===== src/rtl/fdc_ctl_pkg.sv =====
package fdc_ctl_pkg;
  typedef enum logic [1:0] {
    PORT_SWA  = 2'd0,
    PORT_SWB  = 2'd1,
    PORT_CMD  = 2'd2,
    PORT_MODE = 2'd3
  } port_sel_e;

  localparam logic [7:0] MODE_ACCEPT = 8'h92;

  localparam int B_TC    = 0;
  localparam int B_RDY   = 1;
  localparam int B_IE    = 2;
  localparam int B_SEL0N = 3;
  localparam int B_SEL1N = 4;
  localparam int B_MOTN  = 5;
  localparam int B_PCMPN = 6;
  localparam int B_FRES  = 7;

  typedef struct packed {
    logic finish;
    logic abort;
    logic ctl_reset;
  } fdc_stb_t;
endpackage


===== src/rtl/fdc_rst_sync.sv =====
module fdc_rst_sync #(
  parameter int STAGES = 2
) (
  input  logic clk,
  input  logic rst_n,
  output logic rst_sync_n
);
  logic [STAGES-1:0] sh_q;

  always_ff @(posedge clk or negedge rst_n) begin
    if (!rst_n) sh_q <= '0;
    else        sh_q <= {sh_q[STAGES-2:0], 1'b1};
  end

  assign rst_sync_n = sh_q[STAGES-1];
endmodule


===== src/rtl/fdc_mode_reg.sv =====
module fdc_mode_reg
  import fdc_ctl_pkg::*;
#(
  parameter int DW = 8
) (
  input  logic          clk,
  input  logic          rst_n,
  input  logic          wr_mode,
  input  logic [DW-1:0] wdata,
  output logic [DW-1:0] mode_q,
  output logic          mode_ok,
  output logic          mode_err
);
  localparam logic [DW-1:0] ACCEPT = DW'(MODE_ACCEPT);

  logic [DW-1:0] mode_d;
  logic          err_d, err_q;
  logic          mode_en;

  always_comb begin
    mode_d  = mode_q;
    err_d   = err_q;
    mode_en = 1'b0;
    if (wr_mode) begin
      if (wdata == ACCEPT) begin
        mode_d  = wdata;
        mode_en = 1'b1;
        err_d   = 1'b0;
      end else begin
        err_d   = 1'b1;
      end
    end
  end

  always_ff @(posedge clk or negedge rst_n) begin
    if (!rst_n) begin
      mode_q <= '0;
      err_q  <= 1'b0;
    end else begin
      if (mode_en) mode_q <= mode_d;
      if (wr_mode) err_q  <= err_d;
    end
  end

  assign mode_ok  = (mode_q == ACCEPT);
  assign mode_err = err_q;
endmodule


===== src/rtl/fdc_cmd_decode.sv =====
module fdc_cmd_decode
  import fdc_ctl_pkg::*;
#(
  parameter int DW = 8
) (
  input  logic          clk,
  input  logic          rst_n,
  input  logic          wr_cmd,
  input  logic [DW-1:0] wdata,
  output logic [DW-1:0] cmd_q,
  output fdc_stb_t      stb_q,
  output logic          irq_en,
  output logic          drive_sel
);
  logic [DW-1:0] cmd_d;
  fdc_stb_t      stb_d;

  always_comb begin
    cmd_d           = wr_cmd ? wdata : cmd_q;
    stb_d.finish    = wr_cmd &&  wdata[B_TC];
    stb_d.abort     = wr_cmd && !wdata[B_RDY];
    stb_d.ctl_reset = wr_cmd &&  wdata[B_FRES];
  end

  always_ff @(posedge clk or negedge rst_n) begin
    if (!rst_n) begin
      cmd_q <= '0;
      stb_q <= '0;
    end else begin
      if (wr_cmd) cmd_q <= cmd_d;
      stb_q <= stb_d;
    end
  end

  always_comb begin
    if (!cmd_q[B_SEL0N])      drive_sel = 1'b0;
    else if (!cmd_q[B_SEL1N]) drive_sel = 1'b1;
    else                      drive_sel = 1'b0;
  end

  assign irq_en = cmd_q[B_IE];
endmodule


===== src/rtl/fdc_rd_mux.sv =====
module fdc_rd_mux
  import fdc_ctl_pkg::*;
#(
  parameter int DW = 8
) (
  input  logic          rd_en,
  input  logic [1:0]    addr,
  input  logic [DW-1:0] swa,
  input  logic [DW-1:0] swb,
  input  logic [DW-1:0] cmd,
  input  logic [DW-1:0] mode,
  output logic [DW-1:0] rdata
);
  always_comb begin
    rdata = '0;
    if (rd_en) begin
      unique case (port_sel_e'(addr))
        PORT_SWA:  rdata = swa;
        PORT_SWB:  rdata = swb;
        PORT_CMD:  rdata = cmd;
        PORT_MODE: rdata = mode;
        default:   rdata = '0;
      endcase
    end
  end
endmodule


===== src/rtl/fdc_port_ctl.sv =====
module fdc_port_ctl
  import fdc_ctl_pkg::*;
#(
  parameter int         DW       = 8,
  parameter int         AW       = 2,
  parameter logic [7:0] SWA_INIT = 8'hE7,
  parameter logic [7:0] SWB_INIT = 8'hF8
) (
  input  logic          clk,
  input  logic          rst_n,
  input  logic [AW-1:0] addr,
  input  logic [DW-1:0] wdata,
  input  logic          wr_en,
  input  logic          rd_en,
  output logic [DW-1:0] rdata,
  output logic          finish_stb,
  output logic          abort_stb,
  output logic          fdc_reset_stb,
  output logic          irq_en,
  output logic          drive_sel,
  output logic          mode_ok,
  output logic          mode_err
);
  logic          rst_i_n;
  logic          wr_mode, wr_cmd;
  logic [DW-1:0] mode_q, cmd_q;
  fdc_stb_t      stb_q;

  fdc_rst_sync #(.STAGES(2)) u_rst (
    .clk(clk), .rst_n(rst_n), .rst_sync_n(rst_i_n)
  );

  assign wr_mode = wr_en && (port_sel_e'(addr[1:0]) == PORT_MODE);
  assign wr_cmd  = wr_en && (port_sel_e'(addr[1:0]) == PORT_CMD) && mode_ok;

  fdc_mode_reg #(.DW(DW)) u_mode (
    .clk(clk), .rst_n(rst_i_n), .wr_mode(wr_mode), .wdata(wdata),
    .mode_q(mode_q), .mode_ok(mode_ok), .mode_err(mode_err)
  );

  fdc_cmd_decode #(.DW(DW)) u_cmd (
    .clk(clk), .rst_n(rst_i_n), .wr_cmd(wr_cmd), .wdata(wdata),
    .cmd_q(cmd_q), .stb_q(stb_q), .irq_en(irq_en), .drive_sel(drive_sel)
  );

  fdc_rd_mux #(.DW(DW)) u_rd (
    .rd_en(rd_en), .addr(addr[1:0]),
    .swa(DW'(SWA_INIT)), .swb(DW'(SWB_INIT)),
    .cmd(cmd_q), .mode(mode_q), .rdata(rdata)
  );

  assign finish_stb    = stb_q.finish;
  assign abort_stb     = stb_q.abort;
  assign fdc_reset_stb = stb_q.ctl_reset;
endmodule


===== config.mk =====
export PLATFORM = sky130hd
export DESIGN_NAME = fdc_port_ctl
export DESIGN_NICKNAME = d
export VERILOG_FILES = /design/src/rtl/fdc_ctl_pkg.sv /design/src/rtl/fdc_rst_sync.sv /design/src/rtl/fdc_mode_reg.sv /design/src/rtl/fdc_cmd_decode.sv /design/src/rtl/fdc_rd_mux.sv /design/src/rtl/fdc_port_ctl.sv
export SDC_FILE = /design/constraint.sdc
export NUM_CORES = 1
export LEC_CHECK = 0
export ABC_AREA = 1
export BUFFER_PORTS_ARGS = -buffer_cell sky130_fd_sc_hd__clkbuf_2
export CORE_UTILIZATION = 45
export CTS_CLUSTER_SIZE = 40
export DETAILED_ROUTE_END_ITERATION = 6
export GPL_TIMING_DRIVEN = 0
export PLACE_DENSITY = 0.71
export SYNTH_ARGS = -nofsm -noshare
export SYNTH_HDL_FRONTEND = slang
export SYNTH_SLANG_ARGS = --single-unit

===== constraint.sdc =====
create_clock -name clk -period 1.66 [get_ports clk]
set_clock_uncertainty 0.05 [all_clocks]
set_input_delay 0.083 -clock clk [delete_from_list [all_inputs] [get_ports clk]]
set_output_delay 0.083 -clock clk [all_outputs]
set_load 0.01 [all_outputs]

==> results.md <==
* Final hold violation count at 0
* Worst R2R Setup Slack at 0.44 ns
* CP max stage delay at 0.44 ns
* Largest net degree at the start of global routing at 21
* Via count at 961
* Drt drc at 0
* Ports at 29
* Cell area power density at 775 nW/um2
* Part of the Yosys area used for sequential elements at 52.1%
* Synth warn at 0
* Chip height at 50.4 um
* Die area at 2540 um2
* Tcrit/Tclk final at 91.9%
* CP Data Arrival Time at 1.39 ns
* Syn avg cell area at 8.12 um2
* Syn nets at 144
* Dpl hpwl at 1.68 mm
* Setup Crit Path Kind: flip-flop to output pin
* Area added between synthesis and finish at 29.0%
* Worst-path clk slew at 0.11 ns
* Postcts setup bufs at 0
* Most common cell in the netlist: nand2_1
* Clk root buf: clkbuf_4
* Largest cells by area after synthesis: dfrtp_1, nand2_1, inv_1
* Crit-path max FO at 9
* Max-cap check violation count at 0
* DRT Pass-1 Iters at 4
* CP cell instances: nor2_1 -> nand2_1 -> nor2_4 -> clkbuf_2
* Synth top area share at 52.1%
* Post-route setup TNS at 0 ns
* Distinct cells, synth at 17
* Cells after Synth at 130
* Min Tclk post-route at 1.53 ns
* Drt via density at 4.83
* Pre-CTS setup slack at 0.368 ns
* Req. time, crit path at 1.53 ns
* Commonest cells post-synth: nand2_1, inv_1, dfrtp_1
* CTS max path bufs at 2
* Rel. slew slack at 45.8%
* Post-synth ARST share at 100%
* Hold Crit Class: input pin to asynchronous set/reset pin
* Worst Path Buf+Inv at 1
* EDFF count, synth at 0
* H-tree lvl count at 1
* Core Rows at 17
* Total core area at 2210 um2
* Placer congestion estimate at 0.824
* NumNets Final at 186
* Buffers on Ports at 28
* Crit path launch type: flip-flop
* Unrepaired setup endpoints after global routing: false
* Wire per inst at 11.6 um
* DR iter-0 viols at 7
* First-pass GRT wire length at 4.06 mm
* DRT antenna net count at 0
* Yosys reg bits at 22
* # setup viols final at 0
* DIE WIDTH at 50.4 um
* CP max stage cell: dfrtp_1
* Synth area leader: dfrtp_1
* Cell depth of the worst setup path at 4
* Max Fclk at 0.655 GHz
* Starting Density at 47.7%
* Clock Latency Late Sink at 0.31 ns
* Worst-Margin Slew at 0.813 ns
* Ys flop type: dfrtp_1
* Initial antenna violation count at 0
* Final Util at 61.6%
* Max VDD drop at 0.000531 V
* CTS tree: done
* Overflow after GRT at 0
* Final worst slack at 0.134 ns
* Share of cells above drive strength 1 at 24.0%
* Routed wire length at 2.31 mm
* Status: complete, no violations
* Vias in the first global route at 948
* Delay-heaviest family, CP: simple AND/OR/NAND/NOR gates
* Inserted Diodes at 0
* Total GRT Usage at 22.3%
* Num CTS Buffers at 3
* CTS sink cnt at 22
* Leakage at 0.811 nW
* Worst setup EP type: output pin
* Worst Reg2Reg Path Length in Cells at 5
* Slew Limit Fails at 0
* Mapped Area at 1060 um2
## through the flow
stage                     total power [mW]  hold slack [ns]  instances  instance area (um2)
after global placement               0.749           -0.181        186                 1230
after floorplan                      0.686           -0.263        130                 1060
final                                 1.06           0.0151        199                 1360
after CTS                             1.06          0.00720        199                 1360
after detailed placement             0.754           -0.181        186                 1230
after global routing                  1.12           0.0166        199                 1360
## cell usage in the layout (no fill, tap or decap), types with 2 or more instances in the layout
cell type | synthesis | routed
nor2_4 | 1 | 2
dfrtp_1 | 22 | 22
dlygate4sd3_1 | 0 | 9
nand2_1 | 34 | 34
o21ai_0 | 7 | 7
nand3_1 | 8 | 8
nor3_1 | 2 | 2
nor2_1 | 15 | 15
nand3_4 | 2 | 2
a21oi_1 | 6 | 6
inv_1 | 25 | 25
clkbuf_4 | 0 | 3
clkbuf_2 | 0 | 28
## flip-flops by register name (all words and copies together) (netlist names)
signal and flops:
u_mode.mode_q 8, u_mode.mode_err 1, u_rst.sh_q 2, u_cmd.stb_q 3, u_cmd.cmd_q 8
## logic make-up after synthesis
group / Yosys count / synth area share [%]
AND/OR/NAND/NOR: 69 / 32.5
buffers and inverters: 25 / 8.89
flip-flops: 22 / 52.1
AO/OA/AOI/OAI: 13 / 6.16
other: 1 / 0.355
## report_power, final
part | switching [mW] | internal (mW) | leakage (nW)
sequential | 0.0305 | 0.571 | 0.269
combinational | 0.0867 | 0.0705 | 0.521
clock | 0.163 | 0.134 | 0.0210
total | 0.280 | 0.776 | 0.811
## final cells by class
cell class                      instances  area, um2
Clock buffer                            4       36.3
Fill cell                             217        850
Inverter                               25       93.8
Multi-Input combinational cell         83        417
Sequential cell                        22        551
Tap cell                               28       35.0
Timing Repair Buffer                   37        230
## repair_timing
item                                   in CTS  in global routing
endpoints found under the hold margin      13                  0
hold buffers                                9                  0
setup endpoints to repair                   0                  1
gates resized for setup                     0                  1
## path summary, 6_finish.rpt
path	from	to
worst max-delay path	u_mode.mode_q[0]	mode_ok
worst min-delay path	rst_n	u_rst.sh_q[0]
worst max register to register	u_mode.mode_q[0]	u_cmd.cmd_q[7]
worst min register to register	u_rst.sh_q[1]	u_cmd.stb_q[1]
max in group asynchronous	u_rst.sh_q[1]	u_cmd.cmd_q[0]
min in group clk	addr[0]	u_mode.mode_q[4]
## worst reg2reg max path, cell delays in order (launching register included)
cell and delay (ns):
dfrtp_1 0.44, nor2_1 0.12, nand2_1 0.10, nor2_4 0.24, nand3_1 0.14, nand2_1 0.08
## per-layer routing
layer	wire, um	GRT usage, %	up-vias
met5	0	0	-
met2	1150	36.4	31
met3	111	4.24	5
met4	45	12.5	0
li1	-	-	478
met1	1010	27.6	447
Power figures use the tool's default switching activity.
